File: src/rtl/irq_prio_pkg.sv
package irq_prio_pkg;

  localparam int NUM_SRC  = 5;   // all request lines
  localparam int NUM_TRIG = 4;   // lines with a trigger stage
  localparam int NUM_VEC  = 4;   // lines carrying an internal vector
  localparam int NUM_MASK = 3;   // maskable vectored lines

  typedef enum logic [2:0] {
    SRC_NONE = 3'd0,
    SRC_NMI  = 3'd1,
    SRC_EDGE = 3'd2,
    SRC_LVLA = 3'd3,
    SRC_LVLB = 3'd4,
    SRC_EXT  = 3'd5
  } irq_src_e;

  typedef enum logic [1:0] {
    TRIG_EDGE_LEVEL = 2'd0,
    TRIG_EDGE_HOLD  = 2'd1,
    TRIG_LEVEL      = 2'd2
  } trig_mode_e;

  // trigger style of source index idx (0 = highest priority)
  function automatic trig_mode_e mode_of(int idx);
    case (idx)
      0:       return TRIG_EDGE_LEVEL;
      1:       return TRIG_EDGE_HOLD;
      default: return TRIG_LEVEL;
    endcase
  endfunction

  // restart number in half steps (4.5 -> 9, 7.5 -> 15, ...)
  function automatic int unsigned half_restart(int idx);
    case (idx)
      0:       return 9;
      1:       return 15;
      2:       return 13;
      3:       return 11;
      default: return 0;
    endcase
  endfunction

endpackage

File: src/rtl/irq_rst_sync.sv
module irq_rst_sync (
  input  logic clk,
  input  logic rst_n,
  output logic rst_sync_n
);

  logic [1:0] sync_q;

  always_ff @(posedge clk or negedge rst_n) begin
    if (!rst_n) sync_q <= 2'b00;
    else        sync_q <= {sync_q[0], 1'b1};
  end

  assign rst_sync_n = sync_q[1];

endmodule

File: src/rtl/irq_trig.sv
module irq_trig
  import irq_prio_pkg::*;
#(
  parameter trig_mode_e MODE = TRIG_LEVEL
) (
  input  logic clk,
  input  logic rst_n,
  input  logic line_i,
  input  logic clr_i,
  output logic req_o
);

  generate
    if (MODE == TRIG_LEVEL) begin : g_level
      logic unused_lvl;
      assign unused_lvl = ^{clk, rst_n, clr_i};
      assign req_o = line_i;
    end else begin : g_edge
      logic prev_q, pend_q, pend_d, rise;

      assign rise = line_i & ~prev_q;

      always_comb begin
        if (MODE == TRIG_EDGE_LEVEL) pend_d = line_i & (rise | (pend_q & ~clr_i));
        else                         pend_d = rise | (pend_q & ~clr_i);
      end

      always_ff @(posedge clk or negedge rst_n) begin
        if (!rst_n) begin
          prev_q <= 1'b0;
          pend_q <= 1'b0;
        end else begin
          prev_q <= line_i;
          pend_q <= pend_d;
        end
      end

      if (MODE == TRIG_EDGE_LEVEL) begin : g_qual
        assign req_o = pend_q & line_i;
      end else begin : g_hold
        assign req_o = pend_q;
      end
    end
  endgenerate

endmodule

File: src/rtl/irq_ctl_regs.sv
module irq_ctl_regs
  import irq_prio_pkg::*;
(
  input  logic                clk,
  input  logic                rst_n,
  input  logic                en_stb_i,
  input  logic                dis_stb_i,
  input  logic                ack_mask_i,
  input  logic                mask_ld_i,
  input  logic [NUM_MASK-1:0] mask_i,
  output logic                ie_o,
  output logic [NUM_MASK-1:0] mask_o
);

  logic                ie_q, ie_d, ie_en;
  logic [NUM_MASK-1:0] mask_q;

  assign ie_en = en_stb_i | dis_stb_i | ack_mask_i;

  always_comb begin
    ie_d = ie_q;
    if (dis_stb_i || ack_mask_i) ie_d = 1'b0;
    else if (en_stb_i)           ie_d = 1'b1;
  end

  always_ff @(posedge clk or negedge rst_n) begin
    if (!rst_n)     ie_q <= 1'b0;
    else if (ie_en) ie_q <= ie_d;
  end

  always_ff @(posedge clk or negedge rst_n) begin
    if (!rst_n)         mask_q <= '1;
    else if (mask_ld_i) mask_q <= mask_i;
  end

  assign ie_o   = ie_q;
  assign mask_o = mask_q;

endmodule

File: src/rtl/irq_arbiter.sv
module irq_arbiter
  import irq_prio_pkg::*;
#(
  parameter int ADDR_W    = 16,
  parameter int VEC_SCALE = 8
) (
  input  logic [NUM_SRC-1:0] req_i,
  output logic               any_o,
  output irq_src_e           src_o,
  output logic [ADDR_W-1:0]  vec_o
);

  logic [ADDR_W-1:0] vec_tab [NUM_SRC];

  generate
    for (genvar g = 0; g < NUM_SRC; g++) begin : g_vec
      if (g < NUM_VEC) begin : g_has
        assign vec_tab[g] = ADDR_W'(half_restart(g) * VEC_SCALE / 2);
      end else begin : g_none
        assign vec_tab[g] = '0;
      end
    end
  endgenerate

  always_comb begin
    any_o = |req_i;
    src_o = SRC_NONE;
    vec_o = '0;
    for (int i = NUM_SRC - 1; i >= 0; i--) begin
      if (req_i[i]) begin
        src_o = irq_src_e'(3'(i + 1));
        vec_o = vec_tab[i];
      end
    end
  end

endmodule

File: src/rtl/irq_prio_ctrl.sv
module irq_prio_ctrl
  import irq_prio_pkg::*;
#(
  parameter int ADDR_W    = 16,
  parameter int DATA_W    = 8,
  parameter int VEC_SCALE = 8
) (
  input  logic              clk,
  input  logic              rst_n,
  input  logic              nmi_i,
  input  logic              edge_i,
  input  logic              lvl_a_i,
  input  logic              lvl_b_i,
  input  logic              ext_i,
  input  logic              en_stb_i,
  input  logic              dis_stb_i,
  input  logic              mask_wr_i,
  input  logic [DATA_W-1:0] mask_wdata_i,
  input  logic              ack_i,
  output logic              req_o,
  output logic [2:0]        src_o,
  output logic [ADDR_W-1:0] vec_o,
  output logic [DATA_W-1:0] status_o
);

  localparam int BIT_LD  = NUM_MASK;      // mask update enable
  localparam int BIT_CLR = NUM_MASK + 1;  // edge latch clear
  localparam int ST_IE   = NUM_MASK;
  localparam int ST_PEND = NUM_MASK + 1;

  logic                rst_q_n;
  logic [NUM_TRIG-1:0] line, trig_req, trig_clr;
  logic [NUM_SRC-1:0]  eff_req;
  logic                ie;
  logic [NUM_MASK-1:0] mask;
  logic                any_req, ack_take, ack_mask, mask_ld, latch_clr;
  irq_src_e            src;

  irq_rst_sync u_rst_sync (
    .clk        (clk),
    .rst_n      (rst_n),
    .rst_sync_n (rst_q_n)
  );

  assign line = {lvl_b_i, lvl_a_i, edge_i, nmi_i};

  assign ack_take  = ack_i & any_req;
  assign ack_mask  = ack_take & (src != SRC_NMI);
  assign mask_ld   = mask_wr_i & mask_wdata_i[BIT_LD];
  assign latch_clr = mask_wr_i & mask_wdata_i[BIT_CLR];

  always_comb begin
    trig_clr    = '0;
    trig_clr[0] = ack_take & (src == SRC_NMI);
    trig_clr[1] = (ack_take & (src == SRC_EDGE)) | latch_clr;
  end

  generate
    for (genvar g = 0; g < NUM_TRIG; g++) begin : g_trig
      irq_trig #(.MODE(mode_of(g))) u_trig (
        .clk    (clk),
        .rst_n  (rst_q_n),
        .line_i (line[g]),
        .clr_i  (trig_clr[g]),
        .req_o  (trig_req[g])
      );
    end

    for (genvar g = 0; g < NUM_SRC; g++) begin : g_gate
      if (g == 0) begin : g_nm
        assign eff_req[g] = trig_req[g];
      end else if (g < NUM_TRIG) begin : g_mk
        assign eff_req[g] = trig_req[g] & ie & ~mask[NUM_MASK - g];
      end else begin : g_ext
        assign eff_req[g] = ext_i & ie;
      end
    end
  endgenerate

  irq_ctl_regs u_regs (
    .clk        (clk),
    .rst_n      (rst_q_n),
    .en_stb_i   (en_stb_i),
    .dis_stb_i  (dis_stb_i),
    .ack_mask_i (ack_mask),
    .mask_ld_i  (mask_ld),
    .mask_i     (mask_wdata_i[NUM_MASK-1:0]),
    .ie_o       (ie),
    .mask_o     (mask)
  );

  irq_arbiter #(.ADDR_W(ADDR_W), .VEC_SCALE(VEC_SCALE)) u_arb (
    .req_i (eff_req),
    .any_o (any_req),
    .src_o (src),
    .vec_o (vec_o)
  );

  always_comb begin
    status_o                          = '0;
    status_o[NUM_MASK-1:0]            = mask;
    status_o[ST_IE]                   = ie;
    status_o[ST_PEND+NUM_MASK-1:ST_PEND] = {trig_req[1], trig_req[2], trig_req[3]};
  end

  logic unused_wdata;
  assign unused_wdata = ^mask_wdata_i[DATA_W-1:BIT_CLR+1];

  assign req_o = any_req;
  assign src_o = src;

endmodule

File: config.mk
export PLATFORM = sky130hd
export DESIGN_NAME = irq_prio_ctrl
export DESIGN_NICKNAME = d
export VERILOG_FILES = /design/src/rtl/irq_prio_pkg.sv /design/src/rtl/irq_rst_sync.sv /design/src/rtl/irq_trig.sv /design/src/rtl/irq_ctl_regs.sv /design/src/rtl/irq_arbiter.sv /design/src/rtl/irq_prio_ctrl.sv
export SDC_FILE = /design/constraint.sdc
export NUM_CORES = 1
export LEC_CHECK = 0
export ABC_AREA = 1
export BUFFER_PORTS_ARGS = -buffer_cell sky130_fd_sc_hd__buf_2
export CORE_AREA = 4 4 46 48
export CTS_CLUSTER_DIAMETER = 60
export DETAILED_ROUTE_END_ITERATION = 10
export DIE_AREA = 0 0 50 52
export GPL_TIMING_DRIVEN = 0
export PLACE_DENSITY = 0.74
export SLEW_MARGIN = 20
export SYNTH_ARGS = -nofsm -noshare
export SYNTH_HDL_FRONTEND = slang
export SYNTH_SLANG_ARGS = --single-unit
File: constraint.sdc
create_clock -name clk -period 1.6 [get_ports clk]
set_clock_uncertainty 0.05 [all_clocks]
set_input_delay 0.24 -clock clk [delete_from_list [all_inputs] [get_ports clk]]
set_output_delay 0.24 -clock clk [all_outputs]
set_load 0.02 [all_outputs]
==> Yosys cells after proc, flatten, opt, wreduce, memory -nomap -nowiden <==
Cells that the tools add are included.
W data, S select, Z words.
{ "word_totals": {"register_bits": 10} }
{ "op_classes": {"n_eq_ne": 3, "muxes": 11, "bitwise": 31, "n_reduce_logical": 4} }
{ "op_table": {"columns": ["op", "count"], "rows": [
  ["$mux W6", 4],
  ["$and A1 B1 Y1", 19],
  ["$mux W3", 5],
  ["$not A1 Y1", 7],
  ["$or A1 B1 Y1", 5],
  ["$reduce_or A5 Y1", 1],
  ["$eq A3 B1 Y1 const B", 1],
  ["$eq A3 B2 Y1 const B", 1],
  ["$ne A3 B1 Y1 const B", 1],
  ["$mux W1", 2],
  ["$reduce_and A2 Y1", 1],
  ["$reduce_bool A2 Y1", 1],
  ["$logic_or A1 B1 Y1", 1]
]} }

==> Logic depth before layout (Yosys ltp) <==
Gate-level depths: netlist of run 1.
{ "logic_depth": {"depth_word": 12, "mapped_depth": 8, "mapped_depth_nobuf": 8} }

==> Modules after synthesis <==
Synthesis of run 1 repeated with hierarchy kept, for this count alone.
{ "unflattened": {"cells_unflattened": 96, "area_unflattened_um2": 664.4} }
{ "modules_own_cells": {"columns": ["mod", "n_inst", "cells_each", "area_each_um2"], "rows": [
  ["irq_arbiter", 1, 32, 181.4],
  ["irq_ctl_regs", 1, 19, 160.2],
  ["irq_prio_ctrl", 1, 24, 107.6],
  ["irq_trig (g_trig[0].u_trig)", 1, 9, 77.6],
  ["irq_trig (g_trig[1].u_trig)", 1, 7, 68.8],
  ["irq_rst_sync", 1, 3, 53.8],
  ["irq_trig (g_trig[2].u_trig ...)", 2, 1, 7.5]
]} }

==> Worst setup path after synthesis of run 1 <==
No wires, ideal clock.
{ "synth_timing": {"kind": "register -> output", "startpoint": "reg u_regs.mask_q[1], in the netlist u_regs.mask_o[1]", "endpoint": "out src_o[2]", "arrival_ns": 1.300, "slack_ns": 0.010, "path_stages_with_launch": 5, "cell_sequence": "dfstp_2 inv_1 nand3_1 nand2_2 nor3_1"} }
{ "synth_between": {"elab_chain_cells": 5} }
{ "synth_lines": {"columns": ["item", "line_no", "rtl"], "rows": [
  ["from (decl)", "irq_ctl_regs.sv:16", "logic [NUM_MASK-1:0] mask_q;"],
  ["from (signal assigned)", "irq_ctl_regs.sv:33", "else if (mask_ld_i) mask_q <= mask_i;"],
  ["$not A1 Y1", "irq_prio_ctrl.sv:73", "assign eff_req[g] = trig_req[g] & ie & ~mask[NUM_MASK - g];"],
  ["$and A1 B1 Y1", "irq_prio_ctrl.sv:73", null],
  ["$mux W3 (3 in a row)", "irq_arbiter.sv:30", "if (req_i[i]) begin"],
  ["to (decl)", "irq_prio_ctrl.sv:21", "output logic [2:0] src_o,"]
]} }
Every way passes these cells.

==> Worst setup path after layout of run 1 <==
{ "layout_timing": {"startpoint": "reg u_regs.mask_q[1], in the netlist u_regs.mask_o[1]", "endpoint": "out vec_o[5]"} }
{ "layout_between": {"elab_chain_cells": 5} }
{ "layout_lines": {"columns": ["item", "line_no", "rtl"], "rows": [
  ["$not A1 Y1", "irq_prio_ctrl.sv:73", null],
  ["$and A1 B1 Y1", "irq_prio_ctrl.sv:73", null],
  ["$mux W6 (3 in a row)", "irq_arbiter.sv:30", null],
  ["to (decl)", "irq_prio_ctrl.sv:22", "output logic [ADDR_W-1:0] vec_o,"]
]} }
Every way passes these cells.

==> results of run 1 <==
[cells in the mapped netlist, types with 2 or more instances]
| library cell | number | share of area |
|---|---|---|
| buf_4 | 19 | 0.23 |
| nand3_1 | 3 | 0.024 |
| mux2_2 | 2 | 0.036 |
| nand2_2 | 3 | 0.030 |
| nor2_2 | 2 | 0.020 |
| nand2_1 | 9 | 0.054 |
| inv_1 | 7 | 0.042 |
| dfstp_2 | 3 | 0.13 |
| conb_1 | 2 | 0.012 |
| nor2_1 | 8 | 0.048 |
| dfrtp_1 | 7 | 0.28 |
[how the worst max path moves through the flow]
stage	start	end	slack, ps	cells past startpoint
3_5_place_dp	u_regs.mask_o[1]	vec_o[5]	100	7
3_3_place_gp	u_regs.mask_o[1]	vec_o[5]	120	7
6_report	u_regs.mask_o[1]	vec_o[5]	-70	7
5_1_grt	u_regs.mask_o[1]	src_o[0]	-140	7
4_1_cts	u_regs.mask_o[1]	vec_o[5]	-110	7
2_1_floorplan	u_regs.mask_o[1]	src_o[2]	10	4
[area by class of cell]
cell class                      count  area [um^2]  share of cell area
Timing Repair Buffer               37          240               0.241
Clock buffer                        4         26.3              0.0264
Tap cell                           25         31.3              0.0314
Multi-Input combinational cell     49          267               0.268
Sequential cell                    10          255               0.256
Inverter                            8         30.0              0.0302
Buffer                             19          146               0.147
[per-stage QoR]
step	total power [mW]	util
6_report	0.822	0.583
3_3_place_gp	0.573	0.499
4_1_cts	0.813	0.567
5_1_grt	0.878	0.583
3_5_place_dp	0.580	0.499
2_1_floorplan	0.501	-
[per-layer routing]
layer | global-route usage | vias up
li1 | - | 301
met3 | 0.0315 | 0
met1 | 0.129 | 251
met2 | 0.220 | 30
met4 | 0.0553 | 0
met5 | 0 | -
[report_power, final]
| group | internal, mW | total [mW] | switching (mW) |
|---|---|---|---|
| logic | 0.163 | 0.339 | 0.177 |
| registers | 0.285 | 0.307 | 0.0226 |
| clock network | 0.0961 | 0.176 | 0.0794 |
| total | 0.543 | 0.822 | 0.279 |
[registers in the layout (all words and copies together), names as in the netlist]
name                         count
u_regs.ie_o                      1
g_trig.u_trig.req_o              1
g_trig.u_trig.g_edge.prev_q      2
u_regs.mask_o                    3
u_rst_sync.sync_q                2
g_trig.u_trig.g_edge.pend_q      1
[cells in the final DEF (no fill, tap or decap)]
master	instances
a21boi_0	1
a21oi_1	1
a31oi_1	1
buf_2	22
buf_4	28
buf_6	5
clkbuf_1	1
clkbuf_4	3
conb_1	14
dfrtp_1	6
dfrtp_2	1
dfstp_2	3
dlygate4sd3_1	1
inv_1	6
inv_2	2
mux2_2	2
nand2_1	8
nand2_2	3
nand2_4	1
nand3_1	2
nand3_2	1
nor2_1	7
nor2_2	3
nor2_4	1
nor3_1	1
o21ai_0	1
o22ai_4	1
or2_2	1
[critical path, delay by kind of cell (launching register included)]
family | cells | cell delay [ps]
buffers and inverters | 3 | 280
DFF | 1 | 530
and+or+nand+nor | 4 | 320
[timing repair]
| item | 4_1_cts | 5_1_grt |
|---|---|---|
| hold buffers | 1 | 0 |
| gates resized for setup | 12 | 8 |
| endpoints found under the setup margin | 8 | 8 |
| setup buffers | 6 | 0 |
| endpoints found under the hold margin | 2 | 0 |
| pin swaps | 3 | 2 |
[logic make-up after synthesis]
kind of cell / count (synthesis)
AOI/OAI and AO/OA: 5
buffers and inverters: 27
DFF: 10
muxes: 2
other: 2
and+or+nand+nor: 28
==> reports/results.ini, run 1 <==
[outcome]
status = complete, but fails checks
violations = negative setup slack

[sta]
setup_ws_ps = -71.8
finalSetupTns_ps = -266
max_clock_freq_ghz = 0.598
slew_violations = 0
setup_viol = 7
rsz0062_at_grt = true
worst_hold_slack_ps = 48.8
period_needed_ps = 1670
hold_violations = 0
timing.final.crit_share = 1.04

[placed_design]
postPlaceCellArea_um2 = 852
dp.final_hpwl_um = 1210
place.gp.congestion = 0.732
dpl.cell_count = 141
io_buffers = 30
preCtsSetupSlack_ps = 99.4

[cells_and_area]
fin_area_um2 = 996
diodes = 0
nets = 147
drive_above_1_share = 0.606
nFillCells = 169
stdcell_count = 152
areaGrowthSynthToFinish_pct = 59.2

[synthesis]
yosysWarnings = 0
synthXorXnorAreaFrac = 0
synthCells = 74
ys.flop_type = dfrtp_1
ys_seq_area_frac = 0.406
ys_seq_elements = 10
synth-async-reset-ratio = 1.00
synth_compound_gate_area_share = 0.0580
synth_area_per_cell_um2 = 8.45
synthMuxAreaShare = 0.0360
synth_edf_count = 0
yosys.area_share.adder = 0
ys_types = 20
synth_top_family_by_area = buffers and inverters
synth_area_um2 = 626
synthSimpleGateAreaFrac = 0.212

[floorplanning]
core_area_mm2 = 0.00171
rows = 15
die_y_um = 52
dieArea_mm2 = 0.00260
start_util = 0.366
die_w_um = 50
boundaryPins = 47

[routing]
first_iter_violations = 2
wl_per_cell_um = 9.59
drt-total-wl_um = 1460
dr_wl_met3_um = 148
num_vias = 582
dr_wl_met2_um = 767
avgViaCountPerCell = 3.83
dr.pass1.iters = 4
drc_errors = 0
routed.top_layer = met3
wl_met1_um = 542
antenna_left = 0

[setup_path]
critPathKind = register to output pin
cp_cell_sequence = inv_2, nand3_2, nand2_2, nor2_2, nand2_2, buf_6, buf_6
cp.required_ps = 1310
reg2reg_slack_ps = 190
slowest_stage = dfstp_2
crit_arrival_ps = 1380
cpPeakStageDelay_ps = 530
critPathLaunchType = register
r2r-end = g_trig[1].u_trig.req_o
end_kind = output pin
worstRegToRegCells = 10
reg2reg_from = u_regs.mask_o[1]
cp_max_fo = 3

[global_routing]
grt_util_all_layers = 0.120
overflow = 0
grt_pass1_vias = 589
grt_pass1_wl_um = 2440
antenna_found_initial = 0
grt_max_degree = 9

[clock_tree]
clk_latency_ps = 260
clkTransAtPathRegs_ps = 60
numCtsBuffers = 3
root_buffer = clkbuf_4
cts_sinks = 10
h-tree-depth = 1
cts_tree = built
cts_buffer_depth = 2

[hold_path]
hold_path_depth = 1
holdCritPathClass = input port to register
hp-start = edge_i
min_to = g_trig[1].u_trig.g_edge.prev_q

[pwr]
ir_worst_vdd_v = 0.000435
powerDensity_mw_per_mm2 = 826
p_leak_nw = 0.569

[job]
cap_violations = 0

Power figures use the tool's default switching activity.
==> run 2: changes to the inputs <==
--- a/config.mk
+++ b/config.mk
@@ -13,6 +13,7 @@
 export DIE_AREA = 0 0 50 52
 export GPL_TIMING_DRIVEN = 0
 export PLACE_DENSITY = 0.74
+export SKIP_CTS_REPAIR_TIMING = 1
 export SLEW_MARGIN = 20
 export SYNTH_ARGS = -nofsm -noshare
 export SYNTH_HDL_FRONTEND = slang
==> run 2 against run 1 <==
  * The run still ends with negative setup slack left
  * Hold slack gained 1.2 ps
  * Critical endpoint unchanged
  * Highest routed layer unchanged
  * Total power fell by 2.7%
  * Via count fell by 0.69%
  * Largest power group unchanged
  * Sequential cell count unchanged
==> reports/results.ini, run 2 (same netlist as run 1, synthesis figures left out) <==
[setup_path]
end_kind = output pin
critPathLaunchType = register
reg2reg_slack_ps = 340
critPathKind = register to output pin
worstRegToRegCells = 8
r2r-end = g_trig[1].u_trig.req_o
cp_max_fo = 4
cp.required_ps = 1310
reg2reg_from = u_regs.ie_o
crit_arrival_ps = 1410

[cells_and_area]
final_cell_mix = 25 x buf_2, 23 x buf_4, 14 x conb_1
stdcell_count = 150
diodes = 0
drive_above_1_share = 0.592
nFillCells = 175
regArea_um2 = 255
areaGrowthSynthToFinish_pct = 56.2
multiInputGateArea_um2 = 262
nets = 145
largest_register_ffs = 3
final_common_cell = buf_2

[floorplanning]
boundaryPins = 47
start_util = 0.366
dieArea_mm2 = 0.00260
die_w_um = 50
rows = 15
core_area_mm2 = 0.00171
die_y_um = 52

[pwr]
seq_power_share = 0.386
switching_power_uw = 274
powerDensity_mw_per_mm2 = 818
p_leak_nw = 0.561
ir_worst_vdd_v = 0.000423
sw_frac_of_total = 0.342
p_int_uw = 526
p_clk_frac = 0.218
power_frac_comb = 0.396

[clock_tree]
numCtsBuffers = 3
cts_buffer_depth = 2
cts_tree = built
root_buffer = clkbuf_4
clkTransAtPathRegs_ps = 60
cts_sinks = 10
h-tree-depth = 1
clk_latency_ps = 250

[job]
cap_violations = 0

[global_routing]
antenna_found_initial = 0
grt_max_degree = 9
grt_pass1_vias = 537
overflow = 0
grt_util_all_layers = 0.108
grt_pass1_wl_um = 2190

[routing]
first_iter_violations = 8
drt-total-wl_um = 1480
dr_wl_met3_um = 143
drc_errors = 0
routed.top_layer = met3
wl_per_cell_um = 9.89
antenna_left = 0
num_vias = 578
avgViaCountPerCell = 3.85
dr_wl_met2_um = 772
wl_met1_um = 567
dr.pass1.iters = 4

[sta]
hold_violations = 0
setup_ws_ps = -96.0
period_needed_ps = 1700
max_clock_freq_ghz = 0.590
rsz0062_at_grt = true
setup_viol = 7
slew_violations = 0
timing.final.crit_share = 1.06

[hold_path]
min_to = g_trig[1].u_trig.g_edge.prev_q
holdCritPathClass = input port to register
hp-start = edge_i
hold_path_depth = 1

[outcome]
status = complete, but fails checks
violations = negative setup slack

[placed_design]
dpl.cell_count = 141
place.gp.congestion = 0.732
preCtsSetupSlack_ps = 99.4
io_buffers = 30
dp.final_hpwl_um = 1210

[run 2: cell types whose count changed in the layout (fill, tap and decap cells not counted), sizes merged]
cell	previous run	this run
buf	55	53
[run 2: final cells by class]
cell class              instances  share of cell area
plain buffers                  19               0.150
well taps                      25              0.0320
clock buffers                   4              0.0269
multi-input cells              49               0.268
repair buffers                 35               0.232
flip-flops and latches         10               0.261
inverters                       8              0.0307
[run 2: worst max-delay path, stage by stage (launching register included)]
cell     delay [ps]
dfstp_2         530
inv_2            50
nand3_2          70
nand2_4          70
nor2_4          130
nand2_2          70
buf_6           110
buf_6           120
[run 2: power groups by stage]
stage	Combinational (mW)	Clock [mW]	Sequential [mW]
floorplan	0.180	0	0.321
global placement	0.263	0	0.310
detailed placement	0.268	0	0.312
CTS	0.268	0.185	0.308
global route	0.342	0.199	0.313
finish	0.316	0.175	0.309
[run 2: worst max-delay path by stage]
stage / from / end / depth (start not counted)
after floorplan: u_regs.mask_o[1] / src_o[2] / 4
after global placement: u_regs.mask_o[1] / vec_o[5] / 7
after detailed placement: u_regs.mask_o[1] / vec_o[5] / 7
after CTS: u_regs.mask_o[1] / vec_o[5] / 7
after global routing: u_regs.mask_o[1] / vec_o[5] / 7
final: u_regs.mask_o[1] / vec_o[5] / 7
[run 2: layer usage]
metal,track usage,up-vias
met3,0.0315,0
li1,-,297
met2,0.187,30
met5,0,-
met4,0.0553,0
met1,0.120,251
[run 2: through the flow]
step / cell area (um^2) / util / TNS, ps / total power, mW / hold WS (ps)
6_report: 977 / 0.572 / -364 / 0.800 / 50.0
3_3_place_gp: 852 / 0.499 / 0 / 0.573 / -25.0
4_1_cts: 878 / 0.514 / -745 / 0.761 / -308
5_1_grt: 977 / 0.572 / -1120 / 0.854 / 36.6
3_5_place_dp: 852 / 0.499 / 0 / 0.580 / -21.8
2_1_floorplan: 671 / - / 0 / 0.501 / -106
==> run 3: changes to the inputs <==
--- a/config.mk
+++ b/config.mk
@@ -7,14 +7,15 @@
 export LEC_CHECK = 0
 export ABC_AREA = 1
 export BUFFER_PORTS_ARGS = -buffer_cell sky130_fd_sc_hd__buf_2
-export CORE_AREA = 4 4 46 48
+export CORE_AREA = 4 4 49 51
 export CTS_CLUSTER_DIAMETER = 60
 export DETAILED_ROUTE_END_ITERATION = 10
-export DIE_AREA = 0 0 50 52
+export DIE_AREA = 0 0 53 55
 export GPL_TIMING_DRIVEN = 0
-export PLACE_DENSITY = 0.74
+export PLACE_DENSITY = 0.7
 export SKIP_CTS_REPAIR_TIMING = 1
 export SLEW_MARGIN = 20
 export SYNTH_ARGS = -nofsm -noshare
 export SYNTH_HDL_FRONTEND = slang
+export SYNTH_HIERARCHICAL = 1
 export SYNTH_SLANG_ARGS = --single-unit
==> constraint.sdc (replaced) <==
create_clock -name clk -period 1.5 [get_ports clk]
set_clock_uncertainty 0.05 [all_clocks]
set_input_delay 0.225 -clock clk [delete_from_list [all_inputs] [get_ports clk]]
set_output_delay 0.225 -clock clk [all_outputs]
set_load 0.02 [all_outputs]
==> run 3 against run 2 <==
  * The run still ends with negative setup slack left
  * Non-clock buffer count grew 1
  * Sequential cell count unchanged
  * Total power is 22% higher
  * Hold slack lost 9.7 ps
  * Cell area up 11%
  * Area after synthesis grew 6.2%
  * First-iteration DRC count fell by 13%
  * Clock power up 31%
  * Sequential share of layout area shrank 2.6 points
  * Critical path depth fell by 1
  * Die area up 12%
  * Critical path type unchanged
  * Largest power group unchanged
==> reports/results.ini, run 3 <==
[global_routing]
antenna_found_initial = 0
grt_pass1_vias = 554
grt_max_degree = 9
overflow = 0
grt_pass1_wl_um = 2050
grt_util_all_layers = 0.0967

[placed_design]
place.gp.congestion = 0.735
postPlaceCellArea_um2 = 921
io_buffers = 28
dp.final_hpwl_um = 1180
preCtsSetupSlack_ps = -82.1

[synthesis]
synth_largest_area_cell = dfrtp_1
synth_area_um2 = 664
synthTopCellsByArea = dfrtp_1 26%, buf_4 20%, nand2_1 18%
synth_top_area_frac = 0.264
ys_types = 12
netlist_top_cells_count = 31 x nand2_1, 18 x buf_4, 12 x inv_1
yosysWarnings = 6
synth_area_per_cell_um2 = 6.92
synth-async-reset-ratio = 1.00
ys_seq_elements = 10
ys_seq_area_frac = 0.382
ys.flop_type = dfrtp_1
synth_most_common_cell = nand2_1
synth_edf_count = 0
synthCells = 96

[pwr]
ir_worst_vdd_v = 0.000691
powerDensity_mw_per_mm2 = 902
p_total_uw = 977
p_leak_nw = 0.652

[floorplanning]
rows = 16
die_w_um = 53
die_y_um = 55
start_util = 0.342
core_area_mm2 = 0.00194
dieArea_mm2 = 0.00292
boundaryPins = 47

[sta]
slew_violations = 0
period_needed_ps = 1680
setup_viol = 11
rsz0062_at_grt = true
worst_hold_slack_ps = 40.3
max_clock_freq_ghz = 0.594
timing.final.crit_share = 1.12
setup_ws_ps = -184
hold_violations = 0

[routing]
dr.pass1.iters = 4
drc_errors = 0
first_iter_violations = 7
wl_per_cell_um = 8.33
drt-total-wl_um = 1460
avgViaCountPerCell = 3.75
num_vias = 656
antenna_left = 0

[setup_path]
cp_cell_sequence = nor2_2, inv_2, nand3_4, buf_4, nor2_4, buf_6
cpPeakStageDelay_ps = 530
cp_max_fo = 4
critPathLaunchType = register
end_kind = output pin
crit_arrival_ps = 1410
cp.required_ps = 1220
cp_top_family = flip-flops
critPathKind = register to output pin
crit_buf_inv = 3
slowest_stage = dfstp_2

[outcome]
violations = negative setup slack
status = complete, but fails checks

[cells_and_area]
drive_above_1_share = 0.541
areaGrowthSynthToFinish_pct = 63.1
nets = 168
fin_area_mm2 = 0.00108
nFillCells = 192
diodes = 0
largest_register_ffs = 3
final_cell_mix = 28 x nand2_1, 28 x buf_4, 20 x buf_2

[clock_tree]
numCtsBuffers = 3
cts_sinks = 10
cts_buffer_depth = 2
h-tree-depth = 1
clkTransAtPathRegs_ps = 60
cts_tree = built
root_buffer = clkbuf_4
clk_latency_ps = 250

[hold_path]
holdCritPathClass = input port to register

[job]
cap_violations = 0

## run 3: cell count changes after synthesis, sizes merged, moves of 2 or more
cell	previous run	this run
nand2	12	31
nor2	11	9
inv	8	18
mux2	2	0
## run 3: worst reg2reg max path: cells and delay by family (launching register included)
kind	cells	cell delay (ps)
buf+inv	5	450
flops	1	530
simple gates	7	490
## run 3: layout make-up
class	count	area (um^2)	area share
clock buffers	4	36.3	0.0335
flip-flops and latches	10	255	0.236
well taps	27	33.8	0.0312
multi-input cells	61	300	0.277
repair buffers	37	249	0.230
plain buffers	18	139	0.128
inverters	18	70.1	0.0647
## run 3: worst paths after layout
check,from,endpoint,slack [ps],cells past startpoint
max,u_regs/mask_o[1],src_o[2],-180,6
min,edge_i,g_trig[1].u_trig/g_edge.prev_q,40,1
max reg2reg,u_regs/mask_o[1],u_regs/ie_o,-120,12
min reg2reg,u_rst_sync/sync_q[1],u_regs/ie_o,70,0
max in group asynchronous,u_rst_sync/sync_q[1],u_regs/mask_o[0],1050,0
min in group asynchronous,u_rst_sync/sync_q[1],u_regs/ie_o,70,0
## run 3: cells by family (layout without fill, tap and decap cells)
logic type / Yosys count / after routing / synth area share
other: 3 / 14 / 0.0169
buffers and inverters: 36 / 77 / 0.305
AOI/OAI and AO/OA: 2 / 2 / 0.0151
DFF: 10 / 10 / 0.382
and+or+nand+nor: 45 / 45 / 0.281
## run 3: report_power, final
part | switching (mW) | internal, mW | total, mW
registers | 0.0205 | 0.303 | 0.323
logic | 0.229 | 0.196 | 0.425
clock network | 0.0817 | 0.147 | 0.229
## run 3: per-layer routing
layer  up-vias  track usage  routed length [um]
li1        351            -                   -
met1       274       0.0987                 524
met2        27        0.180                 778
met3         4       0.0188                 135
met4         0       0.0638                  19
met5         -            0                   0
## run 3: metrics by stage
step	cells	setup TNS, ps	utilization
global placement	162	-31.2	0.474
CTS	166	-1540	0.493
detailed placement	162	-82.1	0.474
global route	175	-2200	0.558
finish	175	-1170	0.558
floorplan	107	-30.9	-
